[config.mk]
export PLATFORM = sky130hd
export DESIGN_NAME = clkfail_trap
export DESIGN_NICKNAME = d
export VERILOG_FILES = /design/src/rtl/clkfail_pkg.sv /design/src/rtl/clkfail_lock_timer.sv /design/src/rtl/clkfail_cause.sv /design/src/rtl/clkfail_status.sv /design/src/rtl/clkfail_trap.sv
export SDC_FILE = /design/constraint.sdc
export NUM_CORES = 1
export LEC_CHECK = 0
export ABC_AREA = 1
export CAP_MARGIN = 20
export CORE_UTILIZATION = 52
export DETAILED_ROUTE_END_ITERATION = 12
export PLACE_DENSITY = 0.89
export SYNTH_ARGS = -nofsm -noshare
export SYNTH_HDL_FRONTEND = slang
export SYNTH_SLANG_ARGS = --single-unit
[constraint.sdc]
create_clock -name clk -period 2.2 [get_ports clk]
set_input_delay 0.44 -clock clk [delete_from_list [all_inputs] [get_ports clk]]
set_output_delay 0.44 -clock clk [all_outputs]
set_load 0.05 [all_outputs]
[src/rtl/clkfail_pkg.sv]
package clkfail_pkg;
  localparam int unsigned LEVEL_W   = 4;
  localparam logic [LEVEL_W-1:0] HARD_TRAP_LEVEL = 4'd14;
  localparam int unsigned STAT_W    = 2;
  localparam int unsigned STAT_TRAP = 0;
  localparam int unsigned STAT_CF   = 1;

  typedef struct packed {
    logic src_lost;
    logic run_unlock;
    logic por_nolock;
  } fail_cause_t;
endpackage

[src/rtl/clkfail_lock_timer.sv]
module clkfail_lock_timer #(
  parameter int unsigned LOCK_TIMEOUT = 4096
) (
  input  logic clk,
  input  logic rst_n,
  input  logic por_active_i,
  input  logic pll_sel_i,
  input  logic pll_locked_i,
  output logic timeout_o
);
  localparam int unsigned CNT_W = $clog2(LOCK_TIMEOUT + 1);
  localparam logic [CNT_W-1:0] CNT_MAX = CNT_W'(LOCK_TIMEOUT);

  logic             waiting;
  logic [CNT_W-1:0] cnt_q;

  assign waiting = por_active_i && pll_sel_i && !pll_locked_i;

  // Saturating count of consecutive edges spent waiting for lock in reset
  always_ff @(posedge clk) begin
    if (!rst_n || !waiting) begin
      cnt_q <= '0;
    end else if (cnt_q != CNT_MAX) begin
      cnt_q <= cnt_q + 1'b1;
    end
  end

  assign timeout_o = waiting && (cnt_q == CNT_MAX);
endmodule

[src/rtl/clkfail_cause.sv]
module clkfail_cause
  import clkfail_pkg::*;
(
  input  logic        mon_en_i,
  input  logic        clk_lost_i,
  input  logic        pll_sel_i,
  input  logic        pll_locked_i,
  input  logic        por_active_i,
  input  logic        por_timeout_i,
  output fail_cause_t cause_o,
  output logic        any_fail_o
);
  always_comb begin
    cause_o.src_lost   = mon_en_i && clk_lost_i;
    cause_o.run_unlock = pll_sel_i && !pll_locked_i && !por_active_i;
    cause_o.por_nolock = mon_en_i && por_timeout_i;
  end

  assign any_fail_o = |cause_o;
endmodule

[src/rtl/clkfail_status.sv]
module clkfail_status #(
  parameter int unsigned NFLAG = 2
) (
  input  logic             clk,
  input  logic             rst_n,
  input  logic             set_i,
  input  logic [NFLAG-1:0] clr_i,
  output logic [NFLAG-1:0] flags_o
);
  for (genvar i = 0; i < NFLAG; i++) begin : g_flag
    logic flag_q;
    // A set in the same cycle outranks the software clear
    always_ff @(posedge clk) begin
      if (!rst_n) begin
        flag_q <= 1'b0;
      end else if (set_i) begin
        flag_q <= 1'b1;
      end else if (clr_i[i]) begin
        flag_q <= 1'b0;
      end
    end
    assign flags_o[i] = flag_q;
  end
endmodule

[src/rtl/clkfail_trap.sv]
module clkfail_trap
  import clkfail_pkg::*;
#(
  parameter int unsigned LOCK_TIMEOUT = 4096
) (
  input  logic               clk,
  input  logic               rst_n,
  input  logic               mon_en_i,
  input  logic               clk_lost_i,
  input  logic               pll_sel_i,
  input  logic               pll_locked_i,
  input  logic               por_active_i,
  input  logic               csr_wr_i,
  input  logic [STAT_W-1:0]  csr_wdata_i,
  output logic [STAT_W-1:0]  csr_rdata_o,
  output logic               trap_req_o,
  output logic [LEVEL_W-1:0] trap_level_o
);
  logic        por_timeout;
  fail_cause_t cause;
  logic        any_fail;
  logic [STAT_W-1:0] clr_mask;
  logic [STAT_W-1:0] flags;

  clkfail_lock_timer #(.LOCK_TIMEOUT(LOCK_TIMEOUT)) u_timer (
    .clk          (clk),
    .rst_n        (rst_n),
    .por_active_i (por_active_i),
    .pll_sel_i    (pll_sel_i),
    .pll_locked_i (pll_locked_i),
    .timeout_o    (por_timeout)
  );

  clkfail_cause u_cause (
    .mon_en_i      (mon_en_i),
    .clk_lost_i    (clk_lost_i),
    .pll_sel_i     (pll_sel_i),
    .pll_locked_i  (pll_locked_i),
    .por_active_i  (por_active_i),
    .por_timeout_i (por_timeout),
    .cause_o       (cause),
    .any_fail_o    (any_fail)
  );

  assign clr_mask = {STAT_W{csr_wr_i}} & csr_wdata_i;

  clkfail_status #(.NFLAG(STAT_W)) u_status (
    .clk     (clk),
    .rst_n   (rst_n),
    .set_i   (any_fail),
    .clr_i   (clr_mask),
    .flags_o (flags)
  );

  assign csr_rdata_o  = flags;
  assign trap_req_o   = flags[STAT_TRAP];
  assign trap_level_o = HARD_TRAP_LEVEL;
endmodule

==> flow_metrics.env, run 1 <==
export IMPL_critPathKind="flip-flop to output pin"
export IMPL_track_usage=0.1928
export IMPL_fmax_ghz=0.5198
export IMPL_crit_chain="clkdlybuf4s50_1"
export IMPL_syn_area_um2=812.0
export IMPL_p_clk_frac=0.313
export IMPL_min_to="u_timer.cnt_q[4]"
export IMPL_reg2reg_depth=6
export IMPL_worst_pin_slew_ns=0.5145
export IMPL_dieArea_mm2=0.001724
export IMPL_core_area_mm2=0.001383
export IMPL_total_power_mw=0.5075
export IMPL_initial_utilization=0.5873
export IMPL_rsz0062_at_grt="false"
export IMPL_fillers=122
export IMPL_gp_congestion=0.8180
export IMPL_avgSynthCellArea_um2=7.000
export IMPL_setup_viol=0
export IMPL_num_rows=13
export IMPL_hold_start="u_timer.cnt_q[4]"
export IMPL_min_period_over_period=0.8745
export IMPL_clock_skew_ns=0.005093
export IMPL_n_antenna_cell=0
export IMPL_post_cts_resized=0
export IMPL_final_util=0.6760
export IMPL_ys_types=19
export IMPL_max_stage_delay_ns=0.83
export IMPL_required_ns=1.76
export IMPL_tns_ns=0
export IMPL_post_cts_buffers=0
export IMPL_cts_clk_slew_worst_paths_ns=0.09
export IMPL_syn_to_final_growth_pct=15.10
export IMPL_maxCapViolations=0
export IMPL_grt_pass1_wl_mm=2.622
export IMPL_synth_seq_area_share=0.3698
export IMPL_cts_buffers=3
export IMPL_path_delay_family="buffers and inverters"
export IMPL_grt_max_degree=12
export IMPL_drc=0
export IMPL_cts_sinks=15
export IMPL_drive_gt1_frac=0.08661
export IMPL_power_frac_comb=0.141
export IMPL_grt_overflow=0
export IMPL_crit_arrival_ns=1.48
export IMPL_ys_ff_latch=15
export IMPL_p_leak_nw=0.3700
export IMPL_peakVddDrop_mv=0.4141
export IMPL_vias=728
export IMPL_ant_nets=0
export IMPL_cts_hold_buf=0
export IMPL_cp_max_fo=3
export IMPL_antenna_found_initial=0
export IMPL_avgRoutedWirePerCell_um=10.48
export IMPL_pin_count=17
export IMPL_die_y_um=41.52
export IMPL_p_sw_frac=0.2660
export IMPL_wl_mm=1.488
export IMPL_grt_pass1_vias=644
export IMPL_crit_buf_inv=1
export IMPL_nNetsFinal=140
export IMPL_die_width_um=41.52
export IMPL_hpwl_mm=1.212
export IMPL_clockBufferDepth=2
export IMPL_finalHoldViolCount=0
export IMPL_drt_pre_antenna_iters=4
export IMPL_rr_startpoint="u_timer.cnt_q[0]"
export IMPL_worstHoldPathCells=2
export IMPL_endpoint_kind="output pin"
export IMPL_port_buffers=12
export IMPL_clock_latency_ns=0.29
export IMPL_status="completed"
export IMPL_power_density_mw_per_mm2=543.0
export IMPL_htree_num_levels=1
export IMPL_routed_via_density=5.127
export IMPL_yosys_warnings=0
export IMPL_min_path_type="flip-flop to flip-flop"
export IMPL_relSlewSlack=0.6559
export IMPL_netlist_instances=116
export IMPL_pwr_share_seq=0.546
export IMPL_worst_hold_slack_ns=0.4875
export IMPL_crit_slowest_cell="clkdlybuf4s50_1"
export IMPL_reg2reg_slack_ns=0.83
export IMPL_root_buffer="clkbuf_4"
export IMPL_critPathLaunchType="flip-flop"
export IMPL_layout_min_cycle_time_ns=1.924
export IMPL_tritoncts="yes"
export IMPL_drt_iter0_drc=15
export IMPL_r2r_end="u_timer.cnt_q[0]"
export IMPL_power_switching_mw=0.1350
export IMPL_maxSlewViolCount=0
export IMPL_intPower_mw=0.3725
registers in the layout (all words and copies together), names as in the netlist:
signal                  cells
u_timer.cnt_q              13
u_status.g_flag.flag_q      2
cell type report:
cell class / instances / area, um^2 / area share
Inverter: 18 / 67.56 / 0.07229
Multi-Input combinational cell: 78 / 401.6 / 0.4297
Clock buffer: 4 / 26.28 / 0.02811
Timing Repair Buffer: 12 / 120.1 / 0.1285
Tap cell: 15 / 18.77 / 0.02008
Sequential cell: 15 / 300.3 / 0.3213
metrics by stage:
step | instance area, um^2 | std cells | worst slack (ns)
after floorplan | 819.5 | 118 | 0.8467
after global placement | 908.4 | 138 | 0.4962
after detailed placement | 908.4 | 138 | 0.3753
after CTS | 934.6 | 142 | 0.2438
after global routing | 934.6 | 142 | 0.2215
final | 934.6 | 142 | 0.2761
power groups by stage:
stage / Clock, mW / Sequential (mW) / Combinational (mW)
after floorplan: 0 / 0.288 / 0.0480
after global placement: 0 / 0.283 / 0.0701
after detailed placement: 0 / 0.284 / 0.0713
after CTS: 0.166 / 0.277 / 0.0716
after global routing: 0.178 / 0.278 / 0.0761
final: 0.159 / 0.277 / 0.0714
cell usage in the layout (no fill, tap or decap):
cell,n
a211oi_1,1
nor3_2,1
nand3_2,2
nand4_1,4
nor2_1,9
nor2_2,4
conb_1,4
o21ai_0,9
clkbuf_4,3
dfxtp_1,15
o21ai_1,2
clkbuf_1,1
ha_1,2
clkdlybuf4s50_1,12
xnor2_1,1
or3b_2,1
nand3_1,8
inv_1,18
a21oi_1,12
nand2_1,18
routing by layer:
layer | track usage | wire length (um) | share of wire
met5 | 0 | 0 | 0
met3 | 0.05217 | 46 | 0.031
met1 | 0.2324 | 718 | 0.48
met4 | 0.07742 | 21 | 0.014
met2 | 0.3219 | 701 | 0.47
kinds of logic after synthesis:
kind of cell	Yosys count	share of synthesized area
simple gates	47	0.2835
buf+inv	25	0.1448
compound gates	24	0.1510
flops	15	0.3698
fa+ha+maj	2	0.03081
other cells	2	0.009248
xor+xnor	1	0.01079
how the worst max path moves through the flow:
stage,start,to,cells after the start
after detailed placement,pll_sel_i,u_timer.cnt_q[0],7
final,u_status.g_flag[0].flag_q,csr_rdata_o[0],1
after global routing,u_status.g_flag[0].flag_q,csr_rdata_o[0],1
after global placement,pll_sel_i,u_timer.cnt_q[0],7
after floorplan,u_status.g_flag[0].flag_q,csr_rdata_o[0],1
after CTS,u_status.g_flag[0].flag_q,csr_rdata_o[0],1
cells in the mapped netlist:
cell | number | area, um^2
nor3_2 | 1 | 10.01
a211oi_1 | 1 | 7.510
nand4_1 | 4 | 25.02
ha_1 | 2 | 25.02
buf_4 | 6 | 45.04
nor2_2 | 4 | 25.02
nand2_1 | 18 | 67.56
nand3_1 | 8 | 40.04
or3b_2 | 1 | 8.760
dfxtp_1 | 15 | 300.3
inv_1 | 18 | 67.56
o21ai_1 | 2 | 10.01
o21ai_0 | 9 | 45.04
conb_1 | 2 | 7.510
a21oi_1 | 12 | 60.06
nor2_1 | 9 | 33.78
xnor2_1 | 1 | 8.760
buf_2 | 1 | 5.000
nand3_2 | 2 | 20.02
Note: power is estimated with default switching activity, not from simulation.
==> run 2: changes to the inputs <==
--- a/config.mk
+++ b/config.mk
@@ -9,7 +9,7 @@
 export CAP_MARGIN = 20
 export CORE_UTILIZATION = 52
 export DETAILED_ROUTE_END_ITERATION = 12
-export PLACE_DENSITY = 0.89
+export PLACE_DENSITY_LB_ADDON = 0.2
 export SYNTH_ARGS = -nofsm -noshare
 export SYNTH_HDL_FRONTEND = slang
 export SYNTH_SLANG_ARGS = --single-unit
==> run 2 against run 1 <==
Sequential power about the same. Critical path type unchanged. Register-to-register slack improved by 0.02 ns. Combinational power about the same. Flip-flop and latch count unchanged. Count of clock-buffer cells in the layout unchanged. Non-clock buffer count unchanged. Critical path depth unchanged. Clock skew increased by 0.0015 ns. Largest cell class unchanged. Highest routed layer unchanged. Setup slack improved by 0.043 ns. Sequential share of layout area unchanged. Maximum frequency increased by 2.3%. Worst hold slack got worse by 0.0046 ns.
==> flow_metrics.env, run 2 (synthesis gave the netlist of run 1 again) <==
export IMPL_wl_mm=1.488
export IMPL_crit_slowest_cell="clkdlybuf4s50_1"
export IMPL_vias=726
export IMPL_stdcell_count=142
export IMPL_port_buffers=12
export IMPL_grt_overflow=0
export IMPL_required_ns=1.76
export IMPL_intPower_mw=0.3722
export IMPL_crit_buf_inv=1
export IMPL_pwr_share_seq=0.553
export IMPL_power_density_mw_per_mm2=536.3
export IMPL_tns_ns=0
export IMPL_grt_max_degree=12
export IMPL_post_cts_resized=0
export IMPL_critPathLaunchType="flip-flop"
export IMPL_layout_min_cycle_time_ns=1.881
export IMPL_total_power_mw=0.5013
export IMPL_grt_pass1_vias=641
export IMPL_num_rows=13
export IMPL_antenna_found_initial=0
export IMPL_r2r_end="u_timer.cnt_q[0]"
export IMPL_rr_startpoint="u_timer.cnt_q[0]"
export IMPL_endpoint_kind="output pin"
export IMPL_peakVddDrop_mv=0.3849
export IMPL_ant_nets=0
export IMPL_busiest_layer="met2"
export IMPL_final_util=0.6760
export IMPL_finalHoldViolCount=0
export IMPL_crit_end="trap_req_o"
export IMPL_reg2reg_depth=6
export IMPL_gr_usage_met3=0.06522
export IMPL_setup_viol=0
export IMPL_setup_worst_path_start="u_status.g_flag[0].flag_q"
export IMPL_core_area_mm2=0.001383
export IMPL_syn_to_final_growth_pct=15.10
export IMPL_drt_pre_antenna_iters=4
export IMPL_htree_num_levels=1
export IMPL_maxSlewViolCount=0
export IMPL_clockBufferDepth=2
export IMPL_gp_congestion=0.8033
export IMPL_die_width_um=41.52
export IMPL_critPathKind="flip-flop to output pin"
export IMPL_dieArea_mm2=0.001724
export IMPL_clock_skew_ns=0.006628
export IMPL_grt_pass1_wl_mm=2.539
export IMPL_cts_sinks=15
export IMPL_min_path_type="flip-flop to flip-flop"
export IMPL_cts_hold_buf=0
export IMPL_regMostFlops="u_timer.cnt_q"
export IMPL_cp_max_fo=3
export IMPL_n_antenna_cell=0
export IMPL_power_switching_mw=0.1290
export IMPL_initial_utilization=0.5873
export IMPL_relSlewSlack=0.6663
export IMPL_crit_arrival_ns=1.44
export IMPL_pin_count=17
export IMPL_drive_gt1_frac=0.08661
export IMPL_p_leak_nw=0.3700
export IMPL_crit_chain="clkdlybuf4s50_1"
export IMPL_nNetsFinal=140
export IMPL_drc=0
export IMPL_power_frac_comb=0.142
export IMPL_reg_largest_list="u_timer.cnt_q (13), u_status.g_flag.flag_q (2)"
export IMPL_drt_iter0_drc=20
export IMPL_path_delay_family="buffers and inverters"
export IMPL_clock_latency_ns=0.28
export IMPL_p_sw_frac=0.2574
export IMPL_fmax_ghz=0.5315
export IMPL_gr_usage_met1=0.2500
export IMPL_p_clk_frac=0.305
export IMPL_hpwl_mm=1.203
export IMPL_cts_buffers=3
export IMPL_cts_clk_slew_worst_paths_ns=0.09
export IMPL_root_buffer="clkbuf_4"
export IMPL_routed_via_density=5.113
export IMPL_path_depth=1
export IMPL_min_period_over_period=0.8552
export IMPL_worst_pin_slew_ns=0.4989
export IMPL_post_cts_buffers=0
export IMPL_track_usage=0.1859
export IMPL_use_met2=0.2875
export IMPL_largest_reg_flops=13
export IMPL_tritoncts="yes"
export IMPL_rsz0062_at_grt="false"
export IMPL_place_inst=138
export IMPL_maxCapViolations=0
export IMPL_max_stage_delay_ns=0.81
export IMPL_avgRoutedWirePerCell_um=10.48
export IMPL_die_y_um=41.52
export IMPL_reg2reg_slack_ns=0.85
export IMPL_layout_common_cells="18 x inv_1, 18 x nand2_1, 15 x dfxtp_1"
export IMPL_status="completed"
==> run 2: final cells by class <==
type | instances | area (um^2)
fill | 123 | 447.9
sequential | 15 | 300.3
clock buffer | 4 | 26.28
timing repair buffer | 12 | 120.1
inverter | 18 | 67.56
tap | 15 | 18.77
multi-input combinational | 78 | 401.6
==> run 2: stage by stage <==
stage	setup slack [ns]	cell area, um^2	hold slack [ns]
4_1_cts	0.3031	934.6	0.4858
2_1_floorplan	0.8467	819.5	0.4517
3_5_place_dp	0.4210	908.4	0.4736
3_3_place_gp	0.4701	908.4	0.4697
6_report	0.3186	934.6	0.4829
5_1_grt	0.2721	934.6	0.5192
==> run 2: power groups by stage <==
stage	Clock, mW	Combinational [mW]	Sequential [mW]
global route	0.167	0.0757	0.277
detailed placement	0	0.0716	0.284
finish	0.153	0.0714	0.277
global placement	0	0.0708	0.283
CTS	0.160	0.0717	0.277
floorplan	0	0.0480	0.288
==> run 2: how the worst min path moves through the flow <==
stage                            startpoint           endpoint  slack (ns)  depth (start not counted)
after floorplan            u_timer.cnt_q[4]   u_timer.cnt_q[4]        0.45                          2
after global placement     u_timer.cnt_q[4]   u_timer.cnt_q[4]        0.47                          2
after detailed placement  u_timer.cnt_q[12]  u_timer.cnt_q[12]        0.47                          2
after CTS                 u_timer.cnt_q[12]  u_timer.cnt_q[12]        0.49                          2
after global routing      u_timer.cnt_q[12]  u_timer.cnt_q[12]        0.52                          2
final                     u_timer.cnt_q[12]  u_timer.cnt_q[12]        0.48                          2
==> run 2: metal layers <==
| metal | vias up | part of all wire |
|---|---|---|
| met5 | - | 0 |
| met4 | 0 | 0.0081 |
| met2 | 15 | 0.45 |
| met1 | 320 | 0.50 |
| met3 | 2 | 0.035 |
| li1 | 389 | - |
==> run 3: changes to the inputs <==
==> constraint.sdc (replaced) <==
create_clock -name clk -period 2.2 [get_ports clk]
set_input_delay 0.33 -clock clk [delete_from_list [all_inputs] [get_ports clk]]
set_output_delay 0.33 -clock clk [all_outputs]
set_load 0.05 [all_outputs]
==> run 3 against run 2 <==
Global-route usage up 2.2 points. Die area did not move. Worst hold slack improved by 0.0075 ns. Setup slack better by 0.096 ns. Routed wire length is 7.0% higher. Highest routed layer unchanged. Non-clock buffer count is the same.
==> flow_metrics.env, run 3 (synthesis gave the netlist of run 1 again) <==
export IMPL_critPathKind="flip-flop to output pin"
export IMPL_gp_congestion=0.8035
export IMPL_tritoncts="yes"
export IMPL_clock_skew_ns=0.001987
export IMPL_antenna_found_initial=0
export IMPL_die_y_um=41.52
export IMPL_max_stage_delay_ns=0.81
export IMPL_worst_pin_slew_ns=0.5057
export IMPL_status="completed"
export IMPL_syn_to_final_growth_pct=15.10
export IMPL_layout_min_cycle_time_ns=1.786
export IMPL_nNetsFinal=140
export IMPL_fmax_ghz=0.5600
export IMPL_reg_largest_list="u_timer.cnt_q (13), u_status.g_flag.flag_q (2)"
export IMPL_ant_nets=0
export IMPL_grt_pass1_vias=696
export IMPL_power_density_mw_per_mm2=545.6
export IMPL_track_usage=0.2081
export IMPL_post_cts_buffers=0
export IMPL_hpwl_mm=1.212
export IMPL_critPathLaunchType="flip-flop"
export IMPL_crit_arrival_ns=1.46
export IMPL_min_period_over_period=0.8117
export IMPL_maxCapViolations=0
export IMPL_cts_hold_buf=0
export IMPL_grt_pass1_wl_mm=2.780
export IMPL_placed_cell_area_um2=908.4
export IMPL_crit_slowest_cell="clkdlybuf4s50_1"
export IMPL_required_ns=1.87
export IMPL_regMostFlops="u_timer.cnt_q"
export IMPL_avgRoutedWirePerCell_um=11.21
export IMPL_setup_viol=0
export IMPL_routed_via_density=5.303
export IMPL_rsz0062_at_grt="false"
export IMPL_path_delay_family="buffers and inverters"
export IMPL_relSlewSlack=0.6618
export IMPL_crit_buf_inv=1
export IMPL_stdcell_count=142
export IMPL_drc=0
export IMPL_grt_overflow=0
export IMPL_tns_ns=0
export IMPL_largest_reg_flops=13
export IMPL_p_leak_nw=0.3700
export IMPL_n_antenna_cell=0
export IMPL_core_area_mm2=0.001383
export IMPL_cts_sinks=15
export IMPL_clockBufferDepth=2
export IMPL_wl_mm=1.592
export IMPL_place_inst=138
export IMPL_grt_max_degree=12
export IMPL_initial_utilization=0.5873
export IMPL_root_buffer="clkbuf_4"
export IMPL_pin_count=17
export IMPL_layout_common_cells="18 x inv_1, 18 x nand2_1, 15 x dfxtp_1"
export IMPL_peakVddDrop_mv=0.4036
export IMPL_final_area_um2=934.6
export IMPL_endpoint_kind="output pin"
export IMPL_port_buffers=12
export IMPL_cp_max_fo=3
export IMPL_clock_latency_ns=0.29
export IMPL_drt_pre_antenna_iters=5
export IMPL_htree_num_levels=1
export IMPL_cts_clk_slew_worst_paths_ns=0.09
export IMPL_finalHoldViolCount=0
export IMPL_crit_chain="clkdlybuf4s50_1"
export IMPL_vias=753
export IMPL_post_cts_resized=0
export IMPL_die_width_um=41.52
export IMPL_min_path_type="flip-flop to flip-flop"
export IMPL_dieArea_mm2=0.001724
export IMPL_drive_gt1_frac=0.08661
export IMPL_maxSlewViolCount=0
export IMPL_num_rows=13
export IMPL_cts_buffers=3
export IMPL_drt_iter0_drc=25
[run 3: per-stage QoR]
stage	power, mW	setup WS [ns]	hold WS, ns	util
final	0.5099	0.4144	0.4904	0.6760
after global routing	0.5345	0.3675	0.5313	0.6760
after CTS	0.5175	0.3978	0.4923	0.6760
after detailed placement	0.3549	0.4884	0.4783	0.6570
after global placement	0.3539	0.5815	0.4692	0.6570
after floorplan	0.3362	0.9567	0.4276	-
[run 3: final cells by class]
type / instances / area (um^2)
sequential: 15 / 300.3
tap: 15 / 18.77
clock buffer: 4 / 26.28
multi-input combinational: 78 / 401.6
timing repair buffer: 12 / 120.1
inverter: 18 / 67.56
fill: 115 / 447.9
[run 3: power by group]
part | switching [mW] | internal, mW | leakage [nW] | total (mW)
clock network | 0.0906 | 0.0706 | 0.0150 | 0.161
logic | 0.0446 | 0.0272 | 0.234 | 0.0718
registers | 0.00208 | 0.275 | 0.121 | 0.277
total | 0.137 | 0.373 | 0.370 | 0.510
[run 3: tightest hold or removal path: stages, from the launching register on]
cell,delay [ns]
dfxtp_1,0.33
inv_1,0.06
a21oi_1,0.05
[run 3: worst paths after layout]
path,from,to,slack (ns),cells past startpoint
worst min-delay path,u_timer.cnt_q[4],u_timer.cnt_q[4],0.49,2
worst min register to register,u_timer.cnt_q[4],u_timer.cnt_q[4],0.49,2
worst max-delay path,u_status.g_flag[0].flag_q,trap_req_o,0.41,1
worst max register to register,u_timer.cnt_q[0],u_timer.cnt_q[0],0.83,6
[run 3: layer usage]
| metal | global-route usage | part of all wire |
|---|---|---|
| met1 | 0.2459 | 0.47 |
| met2 | 0.3406 | 0.48 |
| met5 | 0 | 0 |
| met3 | 0.06522 | 0.041 |
| met4 | 0.09677 | 0.016 |
